$ cat config.mk
export PLATFORM = sky130hd
export DESIGN_NAME = indirect_access_port
export DESIGN_NICKNAME = d
export VERILOG_FILES = /design/src/rtl/iap_pkg.sv /design/src/rtl/iap_mem_win.sv /design/src/rtl/iap_prph_win.sv /design/src/rtl/indirect_access_port.sv
export SDC_FILE = /design/constraint.sdc
export NUM_CORES = 2
export LEC_CHECK = 0
export ABC_AREA = 1
export ABC_CLOCK_PERIOD_IN_PS = 9300
export CAP_MARGIN = 0
export CORE_UTILIZATION = 35
export CTS_CLUSTER_DIAMETER = 150
export DETAILED_ROUTE_END_ITERATION = 16
export DONT_BUFFER_PORTS = 1
export HOLD_SLACK_MARGIN = 0.08
export PLACE_DENSITY = 0.54
export SYNTH_ARGS = -nofsm -noshare
export SYNTH_HDL_FRONTEND = slang
export SYNTH_SLANG_ARGS = --single-unit
$ cat constraint.sdc
create_clock -name clk -period 9.3 [get_ports clk]
set_input_delay 0 -clock clk [delete_from_list [all_inputs] [get_ports clk]]
set_output_delay 0 -clock clk [all_outputs]
set_load 0.02 [all_outputs]
$ cat src/rtl/iap_pkg.sv
package iap_pkg;

    localparam int DW      = 32;
    localparam int HOST_AW = 3;

    typedef enum logic [HOST_AW-1:0] {
        SEL_MEM_RADDR  = 3'd0,
        SEL_MEM_WADDR  = 3'd1,
        SEL_MEM_WDATA  = 3'd2,
        SEL_MEM_RDATA  = 3'd3,
        SEL_PRPH_RADDR = 3'd4,
        SEL_PRPH_WADDR = 3'd5,
        SEL_PRPH_WDATA = 3'd6,
        SEL_PRPH_RDATA = 3'd7
    } win_sel_e;

    // peripheral address word layout
    typedef struct packed {
        logic [5:0]  rsv_hi;
        logic [1:0]  size_m1;
        logic [7:0]  rsv_mid;
        logic [15:0] offset;
    } prph_addr_t;

    // decoded host strobes for one window
    typedef struct packed {
        logic ld_raddr;
        logic ld_waddr;
        logic wr_data;
        logic rd_data;
    } win_ctl_t;

    function automatic prph_addr_t prph_addr_load(logic [DW-1:0] w);
        prph_addr_t a;
        a         = '0;
        a.size_m1 = w[25:24];
        a.offset  = w[15:0];
        return a;
    endfunction

    function automatic logic [3:0] lane_enables(logic [1:0] size_m1);
        logic [3:0] be;
        case (size_m1)
            2'd0:    be = 4'b0001;
            2'd1:    be = 4'b0011;
            2'd2:    be = 4'b0111;
            default: be = 4'b1111;
        endcase
        return be;
    endfunction

    function automatic logic [DW-1:0] lane_mask(logic [3:0] be);
        logic [DW-1:0] m;
        for (int b = 0; b < 4; b++) m[8*b +: 8] = {8{be[b]}};
        return m;
    endfunction

endpackage

$ cat src/rtl/iap_mem_win.sv
module iap_mem_win
    import iap_pkg::*;
#(
    parameter int MEM_AW = 6
) (
    input  logic          clk,
    input  logic          rst,
    input  win_ctl_t      ctl,
    input  logic [DW-1:0] wdata,
    output logic [DW-1:0] rptr,
    output logic [DW-1:0] wptr,
    output logic [DW-1:0] rdata
);
    localparam int MEM_WORDS = 1 << MEM_AW;

    logic [DW-1:0] mem_q [MEM_WORDS];
    logic [DW-1:0] rptr_q, wptr_q, rdata_q;

    always_ff @(posedge clk) begin
        if (rst) begin
            rptr_q <= '0;
            wptr_q <= '0;
        end else begin
            if (ctl.ld_raddr)     rptr_q <= wdata;
            else if (ctl.rd_data) rptr_q <= rptr_q + 32'd1;
            if (ctl.ld_waddr)     wptr_q <= wdata;
            else if (ctl.wr_data) wptr_q <= wptr_q + 32'd1;
        end
    end

    always_ff @(posedge clk) begin
        if (ctl.wr_data) mem_q[wptr_q[MEM_AW-1:0]] <= wdata;
        if (ctl.rd_data) rdata_q <= mem_q[rptr_q[MEM_AW-1:0]];
    end

    assign rptr  = rptr_q;
    assign wptr  = wptr_q;
    assign rdata = rdata_q;

    // the read pointer holds unless it is loaded or used
    a_r5_rptr_hold: assert property (@(posedge clk) disable iff (rst)
        !(ctl.ld_raddr || ctl.rd_data) |=> $stable(rptr_q));
    // the write pointer holds unless it is loaded or used
    a_r5_wptr_hold: assert property (@(posedge clk) disable iff (rst)
        !(ctl.ld_waddr || ctl.wr_data) |=> $stable(wptr_q));
    // a data write advances the write pointer by one word
    a_r3_wptr_step: assert property (@(posedge clk) disable iff (rst)
        ctl.wr_data |=> wptr_q == $past(wptr_q) + 32'd1);
    // a data read advances the read pointer by one word
    a_r4_rptr_step: assert property (@(posedge clk) disable iff (rst)
        ctl.rd_data |=> rptr_q == $past(rptr_q) + 32'd1);

endmodule

$ cat src/rtl/iap_prph_win.sv
module iap_prph_win
    import iap_pkg::*;
#(
    parameter int PRPH_REGS = 16
) (
    input  logic          clk,
    input  logic          rst,
    input  win_ctl_t      ctl,
    input  logic [DW-1:0] wdata,
    output logic [DW-1:0] raddr_word,
    output logic [DW-1:0] waddr_word,
    output logic [DW-1:0] rdata
);
    localparam int BANK_W = PRPH_REGS * DW;

    prph_addr_t      raddr_q, waddr_q;
    logic [3:0]      be_wr, be_rd;
    logic [BANK_W-1:0] bank_flat;
    logic [DW-1:0]   rd_word, rdata_q;
    logic            rd_hit;

    always_ff @(posedge clk) begin
        if (rst) begin
            raddr_q <= '0;
            waddr_q <= '0;
        end else begin
            if (ctl.ld_raddr) raddr_q <= prph_addr_load(wdata);
            if (ctl.ld_waddr) waddr_q <= prph_addr_load(wdata);
        end
    end

    assign be_wr = lane_enables(waddr_q.size_m1);
    assign be_rd = lane_enables(raddr_q.size_m1);

    for (genvar r = 0; r < PRPH_REGS; r++) begin : g_reg
        logic hit;
        assign hit = ctl.wr_data && (waddr_q.offset == 16'(r));
        for (genvar b = 0; b < 4; b++) begin : g_lane
            logic [7:0] byte_q;
            always_ff @(posedge clk) begin
                if (rst)                   byte_q <= '0;
                else if (hit && be_wr[b])  byte_q <= wdata[8*b +: 8];
            end
            assign bank_flat[r*DW + 8*b +: 8] = byte_q;
        end
    end

    always_comb begin
        rd_word = '0;
        rd_hit  = 1'b0;
        for (int r = 0; r < PRPH_REGS; r++) begin
            if (raddr_q.offset == 16'(r)) begin
                rd_word = bank_flat[r*DW +: DW];
                rd_hit  = 1'b1;
            end
        end
    end

    always_ff @(posedge clk) begin
        if (rst)              rdata_q <= '0;
        else if (ctl.rd_data) rdata_q <= rd_hit ? (rd_word & lane_mask(be_rd)) : '0;
    end

    assign raddr_word = raddr_q;
    assign waddr_word = waddr_q;
    assign rdata      = rdata_q;

    // data accesses never move the peripheral addresses
    a_r9_raddr_fixed: assert property (@(posedge clk) disable iff (rst)
        (ctl.rd_data || ctl.wr_data) |=> $stable(raddr_q) && $stable(waddr_q));
    // a one-byte write to register 0 leaves its upper bytes alone
    a_r7_upper_kept: assert property (@(posedge clk) disable iff (rst)
        (ctl.wr_data && waddr_q.offset == 16'd0 && waddr_q.size_m1 == 2'd0)
        |=> bank_flat[DW-1:8] == $past(bank_flat[DW-1:8]));
    // a one-byte read returns zero above byte 0
    a_r8_read_masked: assert property (@(posedge clk) disable iff (rst)
        (ctl.rd_data && raddr_q.size_m1 == 2'd0) |=> rdata_q[DW-1:8] == '0);

endmodule

$ cat src/rtl/indirect_access_port.sv
module indirect_access_port
    import iap_pkg::*;
#(
    parameter int MEM_AW    = 6,
    parameter int PRPH_REGS = 16
) (
    input  logic        clk,
    input  logic        rst,
    input  logic        reg_wr,
    input  logic        reg_rd,
    input  logic [2:0]  reg_addr,
    input  logic [31:0] reg_wdata,
    output logic [31:0] reg_rdata,
    output logic        reg_rvalid
);
    win_sel_e      sel, sel_q;
    logic          wr_go, rd_go, rvalid_q;
    win_ctl_t      mem_ctl, prph_ctl;
    logic [DW-1:0] mem_rptr, mem_wptr, mem_rdata;
    logic [DW-1:0] p_raddr, p_waddr, p_rdata;
    logic [DW-1:0] direct_q, direct_d;

    assign sel   = win_sel_e'(reg_addr);
    assign wr_go = reg_wr;
    assign rd_go = reg_rd && !reg_wr;

    always_comb begin
        mem_ctl           = '0;
        prph_ctl          = '0;
        mem_ctl.ld_raddr  = wr_go && sel == SEL_MEM_RADDR;
        mem_ctl.ld_waddr  = wr_go && sel == SEL_MEM_WADDR;
        mem_ctl.wr_data   = wr_go && sel == SEL_MEM_WDATA;
        mem_ctl.rd_data   = rd_go && sel == SEL_MEM_RDATA;
        prph_ctl.ld_raddr = wr_go && sel == SEL_PRPH_RADDR;
        prph_ctl.ld_waddr = wr_go && sel == SEL_PRPH_WADDR;
        prph_ctl.wr_data  = wr_go && sel == SEL_PRPH_WDATA;
        prph_ctl.rd_data  = rd_go && sel == SEL_PRPH_RDATA;
    end

    iap_mem_win #(.MEM_AW(MEM_AW)) u_mem (
        .clk   (clk),
        .rst   (rst),
        .ctl   (mem_ctl),
        .wdata (reg_wdata),
        .rptr  (mem_rptr),
        .wptr  (mem_wptr),
        .rdata (mem_rdata)
    );

    iap_prph_win #(.PRPH_REGS(PRPH_REGS)) u_prph (
        .clk        (clk),
        .rst        (rst),
        .ctl        (prph_ctl),
        .wdata      (reg_wdata),
        .raddr_word (p_raddr),
        .waddr_word (p_waddr),
        .rdata      (p_rdata)
    );

    always_comb begin
        case (sel)
            SEL_MEM_RADDR:  direct_d = mem_rptr;
            SEL_MEM_WADDR:  direct_d = mem_wptr;
            SEL_PRPH_RADDR: direct_d = p_raddr;
            SEL_PRPH_WADDR: direct_d = p_waddr;
            default:        direct_d = '0;
        endcase
    end

    always_ff @(posedge clk) begin
        if (rst) begin
            rvalid_q <= 1'b0;
            sel_q    <= SEL_MEM_RADDR;
            direct_q <= '0;
        end else begin
            rvalid_q <= rd_go;
            if (rd_go) begin
                sel_q    <= sel;
                direct_q <= direct_d;
            end
        end
    end

    always_comb begin
        if (!rvalid_q)                    reg_rdata = '0;
        else if (sel_q == SEL_MEM_RDATA)  reg_rdata = mem_rdata;
        else if (sel_q == SEL_PRPH_RDATA) reg_rdata = p_rdata;
        else                              reg_rdata = direct_q;
    end
    assign reg_rvalid = rvalid_q;

    // an accepted read is answered in the next cycle
    a_r11_rvalid_follows: assert property (@(posedge clk) disable iff (rst)
        (reg_rd && !reg_wr) |=> reg_rvalid);
    // no read accepted, so no strobe in the next cycle
    a_r10_no_stray_valid: assert property (@(posedge clk) disable iff (rst)
        !(reg_rd && !reg_wr) |=> !reg_rvalid);

endmodule

==> summary.txt <==
Clock Tree Buf Depth - 4
Register area share after synthesis - 67.97%
DR DRC count - 0
Slew HR - -2.931%
Synth Area per Inst - 11.02 µm²
#FFs+latches synth - 2760
Count of final setup violators - 0
DRT Pass-1 Iters - 6
P_leak - 40.98 nW
Hold crit path type - in2reg
Reg clk slew, reported paths - 0.06 ns
Failing checks - max-capacitance violations, max-slew violations
Post-Syn Area - 0.1119 mm²
Post-CTS Hold Fix Bufs - 74
Cells after synthesis - 10.15k
Share of cells above drive strength 1 - 8.061%
Synth Flop Type - edfxtp_1
I/O Buffers - 0
Die Ht - 567.5 µm
Worst EP required - 10.00 ns
# rows - 207
Placeable Area - 0.3181 mm²
Fin crit period - 4.995 ns
R2R Path Start - u_mem.rptr[0]
CTS tree - done
Initial Utilization - 35.19%
Vias after detailed routing - 81.46k
PostCTS Resize Cnt - 0
DR vias/cell - 5.656
Post-route clock period utilization - 53.71%
IO Count - 72
Post-synth cell types - 54
Worst Reg-to-Reg Cells - 8
Max_cap viols - 2
Global route overflow - 0
Cell count after placement - 13.79k
Crit Path Class - reg2reg
PD cells - 204.0 mW/mm²
Tightest Pin Transition - 1.537 ns
Overall Global Routing Usage - 22.88%
DRT Wirelength - 379.8 mm
Initial antenna violation count - 30
Commonest non-fill, non-tap cell in the layout - edfxtp_1
RePlAce Congestion - 0.8921
Postcts setup bufs - 0
Startpoint types - flop
Final hold violation count - 0
Clock sinks - 2760
Crit. End Element - flop
Finished Layout Cells - 14.40k
Insertion delay to the later sink of the worst-skew pair - 0.91 ns
Synthesized Nets - 10.19k
DRT iter0 DRCs - 9960
Largest net degree at the start of global routing - 455
Unrepaired setup endpoints after global routing - false
CTS H-Tree Depth - 5
Post-synth EDFFs - 2080
R2R Setup Slk - 4.30 ns
Die width - 567.5 µm
Clk_skew - 0.1027 ns
Global-route wire length before repair - 546.7 mm
CP arrival - 5.70 ns
Pins over their slew limit - 5
Crit-path max FO - 178
Ys async rst share - 0%
Hpwl dp - 211.3 mm
Root Buffer - clkbuf_16
Most frequent cells in the layout - edfxtp_1, nor2_1, o21ai_0
Nets - 10.03k
Status - complete, but fails checks
Vias in the first global route - 77.16k
Peak Freq - 200.2 MHz
Die ar. - 0.3220 mm²
Setup TNS - 0 ns
End of the worst register-to-register path - u_mem.rdata[28]
DR WL/cell - 26.37 µm
CTS buffer count - 303
Setup crit end - u_mem.rdata[28]
YS warnings - 0
Final ANT Viol Nets - 0
CP startpoint - u_mem.rptr[0]
P&R area growth vs syn - 13.45%
VDD IR max - 0.1588 mV
## through the flow
step | total power [mW] | utilization (%) | cell area (µm²) | setup WS (ns) | hold slack (ns)
after global routing | 26.55 | 39.92 | 127000 | 4.176 | 0.1536
after floorplan | 14.04 | - | 111900 | 4.711 | 0.09887
after detailed placement | 14.29 | 36.55 | 116300 | 4.585 | 0.1088
after global placement | 14.28 | 36.55 | 116300 | 4.431 | 0.1089
final | 25.90 | 39.92 | 127000 | 4.305 | 0.1485
after CTS | 26.02 | 39.89 | 126900 | 4.512 | 0.1177
## metal layers
layer  vias to the layer above  routed length, µm  global-route usage (%)
met5                         -                118                       0
met4                        16              16220                   9.318
met3                       672              29780                   3.492
met2                      3500             174500                   36.64
met1                     40840             159200                   31.01
li1                      36430                  -                       -
## flip-flops by register name, indices dropped and copies added (netlist names)
name and cells:
reg_rvalid 1, u_prph.rdata 32, u_prph.g.g_lane.byte_q 512, u_prph.raddr_word 18, u_mem.wptr 32, u_mem.mem_q 2048
u_prph.waddr_word 18, direct_q 32, sel_q 3, u_mem.rdata 32, u_mem.rptr 32
## critical path, stage by stage (launching register included)
cell	delay, ns
dfxtp_4	0.65
buf_12	0.60
buf_12	0.50
buf_4	0.65
o21ai_0	0.18
o22ai_1	0.19
nand2_1	0.07
a31oi_1	1.18
a221o_1	0.25
## Yosys cell counts, types with 3 or more instances
library cell / number / area (µm²)
nand4_1: 101 / 631.9
dfxtp_1: 680 / 13610
buf_4: 12 / 90.09
a211oi_2: 16 / 200.2
nand3b_1: 6 / 45.04
a21oi_1: 378 / 1892
inv_2: 16 / 60.06
nand3_1: 248 / 1241
o21ai_1: 3 / 15.01
nor4_2: 4 / 50.05
a22oi_1: 29 / 217.7
clkinv_1: 7 / 26.28
nand4_4: 7 / 148.9
inv_1: 521 / 1956
nor3_2: 3 / 30.03
nor3_4: 11 / 178.9
clkbuf_1: 597 / 2241
xor2_1: 43 / 376.6
o22ai_1: 383 / 2396
nor3_1: 54 / 270.3
o21ai_0: 1380 / 6907
a211oi_1: 322 / 2417
o21bai_1: 13 / 97.59
o311a_1: 4 / 40.04
nor2_4: 12 / 135.1
nand2_1: 1024 / 3844
buf_1: 34 / 127.6
a31oi_1: 94 / 588.1
a221oi_1: 10 / 87.58
a221o_1: 15 / 150.1
buf_2: 70 / 350.3
o211ai_1: 67 / 503.0
nand3_4: 4 / 70.07
or2_2: 4 / 25.02
edfxtp_1: 2080 / 62460
nand2_2: 4 / 25.02
nor2_2: 32 / 200.2
buf_6: 4 / 45.04
o221ai_1: 201 / 1760
nor4_1: 16 / 100.1
nor2_1: 1625 / 6100
## cell type report
cell class                      count  area [µm²]
Antenna cell                       12       30.03
Clock buffer                      394        8242
Clock inverter                    133        1054
Fill cell                       30150      191100
Inverter                          544        2072
Multi-Input combinational cell   6131       31470
Sequential cell                  2760       76090
Tap cell                         4180        5230
Timing Repair Buffer              248        2793
## worst min path at each step
stage / start / to / cells past startpoint
after floorplan: reg_wdata[0] / u_mem.mem_q[0][0] / 0
after global placement: reg_wdata[14] / u_mem.mem_q[49][14] / 0
after detailed placement: reg_wdata[14] / u_mem.mem_q[49][14] / 0
after CTS: reg_addr[2] / direct_q[4] / 4
after global routing: reg_wdata[6] / u_mem.mem_q[25][6] / 2
final: reg_wdata[20] / u_mem.mem_q[3][20] / 2
## power breakdown
part	total (mW)	leakage [nW]	switching, mW	internal [mW]
clock network	11.5	4.55	4.92	6.62
logic	1.08	12.3	0.850	0.232
registers	13.3	24.2	0.0250	13.2
total	25.9	41.0	5.79	20.1
## logic make-up (layout without fill, tap and decap cells)
group	Yosys count	count (layout)	synth area share (%)
AO/OA/AOI/OAI	2922	2922	15.49
flip-flops	2760	2760	67.97
adder cells (fa/ha/maj)	2	2	0.02236
XOR/XNOR	43	43	0.3365
buffers and inverters	1262	1319	4.388
AND/OR/NAND/NOR	3164	3164	11.79
other	0	12	0
No activity file was read; power rests on OpenSTA's default activity.
